==> src/rtl/sig_cfg_pkg.sv <==
package sig_cfg_pkg;
  localparam int SIG_W = 8;
  localparam int GRP_W = 8;
  localparam int NGRP  = 3;

  typedef logic [SIG_W-1:0] sig_t;

  // Code that selects group i
  function automatic sig_t grp_code(input int i);
    case (i)
      0:       grp_code = 8'h54;
      1:       grp_code = 8'h43;
      2:       grp_code = 8'h4D;
      default: grp_code = 8'h00;
    endcase
  endfunction
endpackage

==> src/rtl/sig_shift_chain.sv <==
module sig_shift_chain #(
  parameter int W = 16
) (
  input  logic         clk,
  input  logic         rst,
  input  logic         shift_en,
  input  logic         hold,
  input  logic         sdi,
  output logic [W-1:0] chain_q
);
  always_ff @(posedge clk) begin
    if (rst)
      chain_q <= '0;
    else if (shift_en && !hold)
      chain_q <= {chain_q[W-2:0], sdi};
  end

  // strobe high freezes the chain
  a_r3_hold_chain: assert property (@(posedge clk) disable iff (rst)
    hold |=> $stable(chain_q));

  // new bit lands at the bottom
  a_r2_shift_in: assert property (@(posedge clk) disable iff (rst)
    (shift_en && !hold) |=> (chain_q[0] == $past(sdi) && chain_q[W-1:1] == $past(chain_q[W-2:0])));
endmodule

==> src/rtl/sig_decode.sv <==
module sig_decode
  import sig_cfg_pkg::*;
#(
  parameter int N = NGRP
) (
  input  sig_t         sig_i,
  output logic [N-1:0] sel_o,
  output logic         hit_o
);
  for (genvar g = 0; g < N; g++) begin : g_cmp
    assign sel_o[g] = (sig_i == grp_code(g));
  end
  assign hit_o = |sel_o;

  // codes are distinct, so at most one group is addressed
  always_comb begin
    a_r4_onehot: assert ($onehot0(sel_o));
  end
endmodule

==> src/rtl/sig_hold_bank.sv <==
module sig_hold_bank #(
  parameter int W = 8
) (
  input  logic         clk,
  input  logic         rst,
  input  logic         load,
  input  logic [W-1:0] d,
  output logic [W-1:0] q
);
  always_ff @(posedge clk) begin
    if (rst)
      q <= '0;
    else if (load)
      q <= d;
  end

  // persistent cell changes only when loaded
  a_r5_keep: assert property (@(posedge clk) disable iff (rst)
    !load |=> $stable(q));
endmodule

==> src/rtl/sig_cfg_reg.sv <==
module sig_cfg_reg
  import sig_cfg_pkg::*;
#(
  parameter int GW = GRP_W,
  parameter int SW = SIG_W,
  parameter int NG = NGRP
) (
  input  logic             clk,
  input  logic             rst,
  input  logic             sdi,
  input  logic             shift_en,
  input  logic             wr_n,
  output logic [NG*GW-1:0] grp_q,
  output logic [SW-1:0]    ctrl_q,
  output logic [GW+SW-1:0] chain_q,
  output logic             tail_o
);
  localparam int CW = GW + SW;

  logic          wr_d;
  logic          wr_rise;
  logic [NG-1:0] sel;
  logic          hit;
  logic [SW-1:0] sig;
  logic [GW-1:0] payload;

  always_ff @(posedge clk) begin
    if (rst) wr_d <= 1'b1;
    else     wr_d <= wr_n;
  end
  assign wr_rise = wr_n && !wr_d;

  sig_shift_chain #(.W(CW)) u_chain (
    .clk(clk), .rst(rst), .shift_en(shift_en), .hold(wr_n),
    .sdi(sdi), .chain_q(chain_q)
  );

  assign sig     = chain_q[SW-1:0];
  assign payload = chain_q[CW-1:SW];
  assign tail_o  = chain_q[CW-1];

  sig_decode #(.N(NG)) u_dec (.sig_i(sig), .sel_o(sel), .hit_o(hit));

  for (genvar g = 0; g < NG; g++) begin : g_bank
    sig_hold_bank #(.W(GW)) u_bank (
      .clk(clk), .rst(rst), .load(wr_rise && sel[g]),
      .d(payload), .q(grp_q[g*GW +: GW])
    );
  end

  always_ff @(posedge clk) begin
    if (rst)
      ctrl_q <= '0;
    else if (wr_rise && hit)
      ctrl_q <= sig;
  end

  // unknown signature touches no persistent state
  a_r6_reject: assert property (@(posedge clk) disable iff (rst)
    (wr_rise && !hit) |=> ($stable(grp_q) && $stable(ctrl_q)));

  // accepted signature is latched for readback
  a_r7_ctrl: assert property (@(posedge clk) disable iff (rst)
    (wr_rise && hit) |=> (ctrl_q == $past(sig)));

  // a held strobe does not reload
  a_r8_level: assert property (@(posedge clk) disable iff (rst)
    (wr_n && wr_d) |=> ($stable(grp_q) && $stable(ctrl_q)));
endmodule

==> config.mk <==
export PLATFORM = sky130hd
export DESIGN_NAME = sig_cfg_reg
export DESIGN_NICKNAME = d
export VERILOG_FILES = /design/src/rtl/sig_cfg_pkg.sv /design/src/rtl/sig_shift_chain.sv /design/src/rtl/sig_decode.sv /design/src/rtl/sig_hold_bank.sv /design/src/rtl/sig_cfg_reg.sv
export SDC_FILE = /design/constraint.sdc
export NUM_CORES = 1
export LEC_CHECK = 0
export ABC_CLOCK_PERIOD_IN_PS = 2950
export BUFFER_PORTS_ARGS = -buffer_cell sky130_fd_sc_hd__buf_2
export CORE_MARGIN = 2
export CORE_UTILIZATION = 35
export DETAILED_ROUTE_END_ITERATION = 10
export PLACE_DENSITY = 0.56
export SLEW_MARGIN = 20
export SYNTH_ARGS = -nofsm -noshare
export SYNTH_HDL_FRONTEND = slang
export SYNTH_HIERARCHICAL = 1
export SYNTH_SLANG_ARGS = --single-unit
==> constraint.sdc <==
create_clock -name clk -period 2.95 [get_ports clk]
set_clock_uncertainty 0.05 [all_clocks]
set_input_delay 0.7375 -clock clk [delete_from_list [all_inputs] [get_ports clk]]
set_output_delay 0.7375 -clock clk [all_outputs]
set_load 0.1 [all_outputs]
# After elaboration in Yosys (flattened, before gate mapping)
# Cells that the tools add are included.
# classes
n_addsub	0
mul	0
n_div	0
magnitude_cmp	0
eq_ne	3
shifts	0
mux	0
bitwise	0
n_reduce_logical	9
# ops
operator	n
8-bit by 7-bit == test with 1-bit output, second input constant	3
1-bit logical AND	6
3-bit OR reduction	1
1-bit logical NOT	2
# word_totals
regBits	49
latchBits	0
ramBits	0
romBits	0
input_bits	5
out_inout_bits	49
word_cells	18
mem_count	0

# Depth between registers and ports, before layout
# Gate-level depths: netlist (run 1).
# logic_depth
word_depth	3
mapped_depth	7
depth_no_buf	6

# Hierarchy
# Netlist (run 1), hierarchy kept.
# by_module_without_submodules
module	n_inst	cells_each	area_each_um2	seq_area_each_um2
sig_hold_bank	3	26	285.3	160.2
sig_shift_chain	1	54	643.1	320.3
sig_cfg_reg	1	42	425.4	180.2
sig_decode	1	12	88.8	0.0

# Worst setup path before layout (run 1)
# No wires, ideal clock.
# synth_timing
path_kind	flip-flop to output port
from	reg u_chain.chain_q[15]
to	out tail_o
arrival_ns	1.425
required_ns	2.162
setup_slack_ns	0.738
path_stages_with_launch	2
n_path_buf	1
cell_sequence	dfxtp_1 buf_4
# synth_lines
item	line_no	text
start, declared	sig_shift_chain.sv:9	output logic [W-1:0] chain_q
start signal, assigned	sig_shift_chain.sv:15	chain_q <= {chain_q[W-2:0], sdi};
end, declared	sig_cfg_reg.sv:16	output logic tail_o
# No word-level cell between the ends.

# Final worst setup path (run 1)
# layout_timing
from	reg u_chain.chain_q[3]
to	out chain_q[3]
# layout_lines
item	line_no	text
end, declared	sig_cfg_reg.sv:15	output logic [GW+SW-1:0] chain_q,
# No word-level cell between the ends.

==> impl_metrics.json, run 1 <==
{
  "critPathBufInv": 1,
  "clockPowerShare_pct": 35.4,
  "ys.flop_type": "dfxtp_1",
  "period_share_pct": 69.9,
  "status": "finished, final reports clean",
  "start_kind": "register",
  "clockBufferDepth": 2,
  "n_antenna_cell": 0,
  "async_flop_share_pct": 0,
  "wl_per_cell_um": 13.1,
  "pwr-share-comb_pct": 4.0,
  "switching_share_pct": 23.0,
  "rsz0062_at_grt": "no",
  "dieArea_mm2": 0.00637,
  "max_stage_delay_ns": 0.49,
  "highest-signal-layer": "met4",
  "num-fill-cells": 574,
  "cp.required_ns": 2.16,
  "die_w_um": 79.8,
  "place_area_mm2": 0.00227,
  "period_needed_ns": 2.06,
  "cts_hold_buf": 0,
  "die_h_um": 79.8,
  "syn_nets": 191,
  "first_pass_iters": 4,
  "mostFrequentLayoutCells": "buf_2 (53), dfxtp_1 (49), mux2i_1 (47)",
  "power_density_mw_per_mm2": 465,
  "synth.distinct_cells": 23,
  "cts_tree": "done",
  "worstMarginPinSlew_ns": 0.654,
  "cp_cell_sequence": "buf_2",
  "yosysWarningCount": 6,
  "grt_max_degree": 47,
  "start_util_pct": 36.3,
  "vias": 1400,
  "wl_met2_um": 1650,
  "clkTransAtPathRegs_ns": 0.09,
  "critPathSlowestCell": "dfxtp_1",
  "setup_violations": 0,
  "io_pins": 54,
  "netlist_area_mm2": 0.00201,
  "hold_viol_final": 0,
  "numCtsBuffers": 5,
  "worst_ir_drop_vdd_uv": 218,
  "rows": 27,
  "cts_sinks": 49,
  "relSlewSlack_pct": 56.4,
  "hpwlAfterDp_um": 2790,
  "synth_edf_count": 0,
  "areaGrowthSynthToFinish_pct": 17.2,
  "clock_latency_ns": 0.30,
  "grt_pass1_wl_um": 6690,
  "cts_max_level": 2,
  "cts-root-buf": "clkbuf_8",
  "synth_area_per_cell_um2": 10.8,
  "finalInstanceArea_mm2": 0.00236,
  "fmax_ghz": 0.485,
  "finalMaxSlewViolations": 0,
  "drt_iter0_drc": 44,
  "cp.arrival_ns": 1.27,
  "path_class": "reg2out",
  "routedLengthMet1_um": 1990,
  "drive_above_1_share_pct": 28.5,
  "intPower_uw": 844,
  "synthCells": 186,
  "grt_usage_pct": 13.7,
  "seq_power_share_pct": 60.6,
  "drc_errors": 0,
  "fin_nets": 240,
  "grt_overflow": 0,
  "cts_resized": 0,
  "antenna_found_initial": 0,
  "fp.coreArea_mm2": 0.00554,
  "finalWirelength_um": 4030,
  "port_buffers": 53,
  "hold_class": "reg2reg",
  "setup-tns-final_ns": 0,
  "vias_per_cell": 4.56,
  "grt_pass1_vias": 1332,
  "final_common_cell": "buf_2",
  "maxCapViolCount": 0,
  "ant_nets": 0,
  "post_cts_buffers": 0,
  "met3WireLength_um": 344,
  "power_switching_uw": 252,
  "synth-seq-cells": 49,
  "yosysSeqAreaShare_pct": 48.7,
  "end_kind": "output pin",
  "crit_fanout": 8,
  "place.gp.congestion": 0.659,
  "leakage_nw": 0.967,
  "crit_family": "flip-flops"
}
==> power by group through the flow <==
stage / clock, mW / sequential [mW] / combinational [mW]
after floorplan: 0 / 0.687 / 0.0300
after global placement: 0 / 0.680 / 0.0443
after detailed placement: 0 / 0.680 / 0.0445
after CTS: 0.399 / 0.665 / 0.0444
after global routing: 0.432 / 0.665 / 0.0471
final: 0.388 / 0.664 / 0.0437
==> layout make-up <==
type                            instances  area [um2]  share of cell area [%]
Multi-Input combinational cell        125         930                    39.4
Clock buffer                            5        68.8                    2.92
Clock inverter                          2        16.3                   0.690
Sequential cell                        49         981                    41.6
Timing Repair Buffer                   54         273                    11.6
Tap cell                               72        90.1                    3.82
==> cells in the mapped netlist, types with 2 or more instances <==
| library cell | count | share of area (%) |
|---|---|---|
| buf_6 | 5 | 2.8 |
| nand2b_1 | 32 | 9.9 |
| and2b_2 | 2 | 0.87 |
| mux2i_1 | 47 | 23 |
| nor2_1 | 27 | 5.0 |
| clkbuf_1 | 2 | 0.37 |
| and2_1 | 3 | 0.93 |
| nand2_1 | 2 | 0.37 |
| dfxtp_1 | 49 | 49 |
| buf_1 | 3 | 0.56 |
| nand4bb_1 | 2 | 1.1 |
==> worst paths after layout <==
check             cells past startpoint          startpoint               endpoint  slack [ns]
setup / recovery                      1  u_chain/chain_q[3]             chain_q[3]        0.89
hold / removal                        2           ctrl_q[3]              ctrl_q[3]        0.42
setup reg to reg                      6  u_chain/chain_q[2]  g_bank[0].u_bank/q[1]        1.10
hold reg to reg                       2           ctrl_q[3]              ctrl_q[3]        0.42
==> per-layer routing <==
| metal | track usage [%] | vias up |
|---|---|---|
| met4 | 5.08 | 0 |
| met2 | 18.8 | 44 |
| met3 | 5.43 | 5 |
| met5 | 0 | - |
| met1 | 19.2 | 633 |
| li1 | - | 718 |
==> state kept, by name, summed over array words and instances (netlist names) <==
signal           flops
ctrl_q               8
u_chain/chain_q     16
wr_d                 1
g_bank.u_bank/q     24
==> stage by stage <==
stage               hold slack (ns)  utilization [%]  setup slack (ns)  cells  power [mW]
global placement              0.409             41.0             0.935    300       0.724
detailed placement            0.413             41.0             0.868    300       0.725
CTS                           0.428             42.6             0.883    307        1.11
finish                        0.424             42.6             0.889    307        1.10
floorplan                     0.702                -             0.738    186       0.717
global route                  0.447             42.6             0.828    307        1.14
==> cell families (layout without fill, tap and decap cells) <==
kind of cell / after synthesis / count (layout) / synth area share (%)
AND/OR/NAND/NOR: 75 / 75 / 21.9
flip-flops: 49 / 49 / 48.7
multiplexers: 47 / 47 / 23.4
buffers and inverters: 12 / 61 / 5.10
AO/OA/AOI/OAI: 3 / 3 / 0.932
==> worst register-to-register path, cell delays in order, from the launching register on <==
cell,delay [ns]
dfxtp_1,0.45
and2b_2,0.21
nand4bb_1,0.12
nor2_1,0.12
and2_1,0.47
mux2i_1,0.25
nor2_1,0.06
No activity file was read; power rests on OpenSTA's default activity.
==> run 2: changes to the inputs <==
--- a/config.mk
+++ b/config.mk
@@ -5,12 +5,13 @@
 export SDC_FILE = /design/constraint.sdc
 export NUM_CORES = 1
 export LEC_CHECK = 0
-export ABC_CLOCK_PERIOD_IN_PS = 2950
+export ABC_AREA = 1
+export ABC_CLOCK_PERIOD_IN_PS = 2000
 export BUFFER_PORTS_ARGS = -buffer_cell sky130_fd_sc_hd__buf_2
 export CORE_MARGIN = 2
 export CORE_UTILIZATION = 35
 export DETAILED_ROUTE_END_ITERATION = 10
-export PLACE_DENSITY = 0.56
+export PLACE_DENSITY = 0.55
 export SLEW_MARGIN = 20
 export SYNTH_ARGS = -nofsm -noshare
 export SYNTH_HDL_FRONTEND = slang
==> constraint.sdc (replaced) <==
create_clock -name clk -period 2 [get_ports clk]
set_clock_uncertainty 0.05 [all_clocks]
set_input_delay 0.5 -clock clk [delete_from_list [all_inputs] [get_ports clk]]
set_output_delay 0.5 -clock clk [all_outputs]
set_load 0.1 [all_outputs]
==> impl_metrics.json, run 2 <==
{
  "min_path_cells": 2,
  "wl_per_cell_um": 10.4,
  "drive_above_1_share_pct": 22.3,
  "start_kind": "register",
  "synth-seq-cells": 49,
  "top_register": "g_bank.u_bank/q",
  "period_needed_ns": 1.82,
  "hpwlAfterDp_um": 3380,
  "clkTransAtPathRegs_ns": 0.08,
  "relSlewSlack_pct": 66.8,
  "port_buffers": 53,
  "n_antenna_cell": 0,
  "cts_sinks": 49,
  "dieArea_mm2": 0.00711,
  "crit_fanout": 6,
  "cts_max_level": 2,
  "hold_viol_final": 0,
  "die_w_um": 84.3,
  "place.gp.congestion": 0.724,
  "ys.flop_type": "dfxtp_1",
  "hold_end": "g_bank[0].u_bank/q[2]",
  "cp.required_ns": 1.45,
  "yosysSeqAreaShare_pct": 43.4,
  "vias": 1999,
  "cts-root-buf": "clkbuf_8",
  "power_density_mw_per_mm2": 751,
  "synthCells": 348,
  "path_class": "reg2out",
  "grt_pass1_wl_um": 8230,
  "rows": 29,
  "grt_usage_pct": 14.3,
  "cts_hold_buf": 0,
  "grt_overflow": 0,
  "post_cts_buffers": 0,
  "start_util_pct": 36.0,
  "synth_edf_count": 0,
  "worstMarginPinSlew_ns": 0.498,
  "rrSetupSlack_ns": 0.49,
  "synth_commonest_cells": "nor2_1 (100), nand2_1 (86), inv_1 (67), dfxtp_1 (49), nand3_1 (16)",
  "synth_top_cell_by_area": "dfxtp_1",
  "rr_worst_depth": 11,
  "netlist_area_mm2": 0.00226,
  "synth_top_area_share_pct": 43.4,
  "fin_nets": 404,
  "async_flop_share_pct": 0,
  "die_h_um": 84.3,
  "syn_nets": 353,
  "critPathBufInv": 1,
  "rsz0062_at_grt": "no",
  "max_stage_delay_ns": 0.49,
  "cp.arrival_ns": 1.27,
  "cts_tree": "done",
  "fmax_ghz": 0.550,
  "setup-tns-final_ns": 0,
  "grt_max_degree": 17,
  "clockBufferDepth": 2,
  "final_common_cell": "nor2_1",
  "end_kind": "output pin",
  "finalWirelength_um": 4940,
  "mostFrequentLayoutCells": "nor2_1 (100), nand2_1 (86), inv_1 (67)",
  "crit_family": "flip-flops",
  "leakage_nw": 1.38,
  "largest_reg_flops": 24,
  "setup_violations": 0,
  "yosysMostFrequentCell": "nor2_1",
  "clock_latency_ns": 0.30,
  "drt_iter0_drc": 79,
  "io_pins": 54,
  "hold_class": "reg2reg",
  "antenna_found_initial": 0,
  "cts_resized": 0,
  "first_pass_iters": 4,
  "cp_cell_sequence": "buf_2",
  "yosysWarningCount": 6,
  "drc_errors": 0,
  "reg_top3": "g_bank.u_bank/q (24), u_chain/chain_q (16), ctrl_q (8)",
  "synth.distinct_cells": 16,
  "critPathSlowestCell": "dfxtp_1",
  "yosys-top-cells-area": "dfxtp_1 (43%), nor2_1 (17%), nand2_1 (14%)",
  "grt_pass1_vias": 1762,
  "status": "finished, final reports clean",
  "period_share_pct": 91.0,
  "worst_ir_drop_vdd_uv": 412,
  "worstHoldStart": "g_bank[0].u_bank/q[2]",
  "vias_per_cell": 4.19,
  "areaGrowthSynthToFinish_pct": 16.8,
  "synth_area_per_cell_um2": 6.49,
  "maxCapViolCount": 0,
  "hold-worst-slack_ns": 0.418,
  "ant_nets": 0,
  "finalMaxSlewViolations": 0,
  "r2r_start": "u_chain/chain_q[7]",
  "fp.coreArea_mm2": 0.00628,
  "rr_endpoint": "g_bank[0].u_bank/q[1]",
  "numCtsBuffers": 5
}
==> run 2: cell type report <==
class | instances | area (um2)
clock inverter | 1 | 5.00
multi-input combinational | 217 | 897
sequential | 49 | 990
fill | 702 | 3640
inverter | 69 | 259
timing repair buffer | 57 | 295
tap | 77 | 96.3
clock buffer | 7 | 96.3
==> run 2: logic make-up (layout without fill, tap and decap cells) <==
group	count (synthesis)	count (layout)	share of synthesized area [%]
buffers and inverters	82	134	16.8
DFF	49	49	43.4
and+or+nand+nor	217	217	39.7
==> run 2: metal layers <==
metal  GRT usage, %  wire, um  vias to the layer above
met5              0         0                        -
met4           4.47        53                        0
met3           3.24       219                        7
met2           23.2      2110                       35
met1           19.0      2560                      866
li1               -         -                     1091
==> run 2: how the worst max path moves through the flow <==
stage / from / slack, ns / cells after the start / endpoint
after global routing: u_chain/chain_q[10] / 0.12 / 1 / chain_q[10]
after detailed placement: wr_n / 0.49 / 7 / g_bank[0].u_bank/q[5]
after floorplan: u_chain/chain_q[7] / 0.01 / 11 / g_bank[0].u_bank/q[6]
after global placement: u_chain/chain_q[10] / 0.48 / 1 / chain_q[10]
final: u_chain/chain_q[11] / 0.18 / 1 / chain_q[11]
after CTS: u_chain/chain_q[10] / 0.15 / 1 / chain_q[10]
==> run 2: where the power goes <==
| group | switching (mW) | internal, mW |
|---|---|---|
| Sequential | 0.0368 | 0.998 |
| Combinational | 0.246 | 0.0596 |
| Clock | 0.328 | 0.313 |
==> run 2: stage by stage <==
step,utilization (%),power (mW),instance area [um2],worst slack (ns),std cells
4_1_cts,42.0,2.01,2640,0.146,477
3_5_place_dp,40.4,1.36,2540,0.487,469
3_3_place_gp,40.4,1.36,2540,0.477,469
2_1_floorplan,-,1.31,2270,0.0112,348
6_report,42.0,1.98,2640,0.180,477
5_1_grt,42.0,2.08,2640,0.121,477
==> run 3: changes to the inputs <==
--- a/config.mk
+++ b/config.mk
@@ -11,9 +11,8 @@
 export CORE_MARGIN = 2
 export CORE_UTILIZATION = 35
 export DETAILED_ROUTE_END_ITERATION = 10
-export PLACE_DENSITY = 0.55
+export PLACE_DENSITY = 0.57
 export SLEW_MARGIN = 20
 export SYNTH_ARGS = -nofsm -noshare
 export SYNTH_HDL_FRONTEND = slang
-export SYNTH_HIERARCHICAL = 1
 export SYNTH_SLANG_ARGS = --single-unit
==> impl_metrics.json, run 3 <==
{
  "status": "finished, final reports clean",
  "setup_violations": 0,
  "grt_pass1_wl_um": 7040,
  "use_met3_pct": 2.73,
  "hold_viol_final": 0,
  "place.gp.congestion": 0.823,
  "yosysMostFrequentCell": "dfxtp_1",
  "grt_pass1_vias": 1465,
  "first_pass_iters": 4,
  "setup_slack_ns": 0.179,
  "cts_resized": 0,
  "yosysWarningCount": 0,
  "top_register": "g_bank.u_bank.q",
  "multi_input_comb_area_um2": 709,
  "grt_max_degree": 47,
  "worst_ir_drop_vdd_uv": 304,
  "start_kind": "register",
  "post_cts_buffers": 0,
  "start_util_pct": 36.0,
  "critPathSlowestCell": "buf_2",
  "drc_errors": 0,
  "areaGrowthSynthToFinish_pct": 25.1,
  "synthCells": 224,
  "dp_cells": 345,
  "grt_usage_pct": 15.0,
  "synth_edf_count": 0,
  "fmax_ghz": 0.549,
  "clockPowerShare_pct": 31.7,
  "relSlewSlack_pct": 67.1,
  "n_antenna_cell": 0,
  "fin_nets": 287,
  "rows": 26,
  "vias_per_cell": 4.52,
  "yosys-top-cells-area": "dfxtp_1 (54%), o21ai_0 (9.9%), nor2_1 (9.7%)",
  "synth_top_area_share_pct": 54.0,
  "fp.coreArea_mm2": 0.00504,
  "worstMarginPinSlew_ns": 0.497,
  "path_class": "reg2out",
  "grt.met2_usage_pct": 23.3,
  "cts_hold_buf": 0,
  "power_density_mw_per_mm2": 836,
  "finalMaxSlewViolations": 0,
  "synth-seq-cells": 49,
  "yosysSeqAreaShare_pct": 54.0,
  "cts_sinks": 49,
  "numCtsBuffers": 5,
  "critPathBufInv": 1,
  "total_power_mw": 1.90,
  "clockBufferDepth": 2,
  "cp.arrival_ns": 1.27,
  "ys.flop_type": "dfxtp_1",
  "switching_share_pct": 31.9,
  "regArea_um2": 981,
  "synth_area_per_cell_um2": 8.10,
  "port_buffers": 53,
  "cts_tree": "done",
  "power_switching_uw": 606,
  "vias": 1594,
  "reg_top3": "g_bank.u_bank.q (24), u_chain.chain_q (16), ctrl_q (8)",
  "place_ws_ns": 0.338,
  "grt_overflow": 0,
  "io_pins": 54,
  "synth.distinct_cells": 23,
  "gr-max-usage-layer": "met2",
  "leakage_nw": 1.14,
  "drive_above_1_share_pct": 29.3,
  "num-fill-cells": 496,
  "async_flop_share_pct": 0,
  "ant_nets": 0,
  "finalWirelength_um": 4180,
  "netlist_area_mm2": 0.00182,
  "period_share_pct": 91.0,
  "maxCapViolCount": 0,
  "end_kind": "output pin",
  "final_cells": 353,
  "cts_max_level": 2,
  "max_stage_delay_ns": 0.48,
  "clkTransAtPathRegs_ns": 0.10,
  "pwr-share-comb_pct": 14.5,
  "cp_cell_sequence": "buf_2",
  "cts-root-buf": "clkbuf_8",
  "intPower_mw": 1.29,
  "rrSetupSlack_ns": 0.53,
  "largest_reg_flops": 24,
  "mostFrequentLayoutCells": "buf_2 (53), dfxtp_1 (49), nor2_1 (47)",
  "setup-tns-final_ns": 0,
  "final_common_cell": "buf_2",
  "synth_top_cell_by_area": "dfxtp_1",
  "synth_commonest_cells": "dfxtp_1 (49), nor2_1 (47), o21ai_0 (36), a21oi_1 (24), nand2_1 (21)",
  "rsz0062_at_grt": "no",
  "use_met1_pct": 20.0,
  "drt_iter0_drc": 80,
  "dieArea_mm2": 0.00578,
  "cp.required_ns": 1.45,
  "hold_class": "in2reg",
  "period_needed_ns": 1.82,
  "seq_power_share_pct": 53.8,
  "die_h_um": 76.0,
  "hpwlAfterDp_um": 2970,
  "crit_family": "buffers and inverters",
  "crit_fanout": 6,
  "wl_per_cell_um": 11.8,
  "syn_nets": 229,
  "antenna_found_initial": 0,
  "die_w_um": 76.0,
  "clock_latency_ns": 0.31
}
run 3: changes by cell type in the layout (fill, tap and decap cells not counted), moves of 2 or more:
| cell | before | now |
|---|---|---|
| inv_2 | 2 | 4 |
| o21ai_2 | 0 | 3 |
| nand3_1 | 16 | 3 |
| nand2_2 | 7 | 1 |
| nand2_1 | 86 | 21 |
| clkbuf_8 | 7 | 5 |
| a21oi_1 | 0 | 24 |
| o21ai_0 | 0 | 36 |
| inv_1 | 67 | 16 |
| dfxtp_2 | 7 | 0 |
| dfxtp_1 | 42 | 49 |
| nor2_1 | 100 | 47 |
| clkinv_4 | 0 | 2 |
run 3: metal layers:
layer / part of all wire (%) / wire, um / vias up
li1: - / - / 839
met1: 51 / 2130 / 718
met2: 43 / 1820 / 30
met3: 3.6 / 151 / 7
met4: 2.1 / 86 / 0
met5: 0 / 0 / -
run 3: worst paths after layout:
path | to | startpoint | depth (start not counted)
min reg2reg | ctrl_q[7] | ctrl_q[7] | 2
min | ctrl_q[5] | rst | 2
max reg2reg | ctrl_q[1] | u_chain.chain_q[5] | 9
max | chain_q[9] | u_chain.chain_q[9] | 1
run 3: kinds of logic after synthesis:
| family | count (synthesis) | share of synthesized area [%] |
|---|---|---|
| flip-flops | 49 | 54.0 |
| AND/OR/NAND/NOR | 80 | 19.9 |
| AO/OA/AOI/OAI | 66 | 19.2 |
| buffers and inverters | 29 | 6.89 |
run 3: layout make-up:
| class | instances | share of cell area (%) |
|---|---|---|
| clock buffers | 5 | 3.03 |
| repair buffers | 59 | 14.2 |
| multi-input cells | 146 | 31.2 |
| clock inverters | 3 | 0.992 |
| well taps | 70 | 3.86 |
| flip-flops and latches | 49 | 43.2 |
| inverters | 21 | 3.47 |
run 3: per-stage QoR:
step | hold WS [ns] | cell area [um2] | util, %
4_1_cts | 0.333 | 2270 | 45.0
5_1_grt | 0.347 | 2270 | 45.0
2_1_floorplan | 0.522 | 1820 | -
3_5_place_dp | 0.381 | 2180 | 43.2
3_3_place_gp | 0.373 | 2180 | 43.2
6_report | 0.340 | 2270 | 45.0
run 3: power by group through the flow:
| stage | sequential (mW) | combinational [mW] | clock (mW) |
|---|---|---|---|
| 2_1_floorplan | 1.19 | 0.0810 | 0 |
| 3_3_place_gp | 1.04 | 0.275 | 0 |
| 3_5_place_dp | 1.04 | 0.276 | 0 |
| 4_1_cts | 1.02 | 0.276 | 0.615 |
| 5_1_grt | 1.03 | 0.290 | 0.657 |
| 6_report | 1.02 | 0.275 | 0.602 |
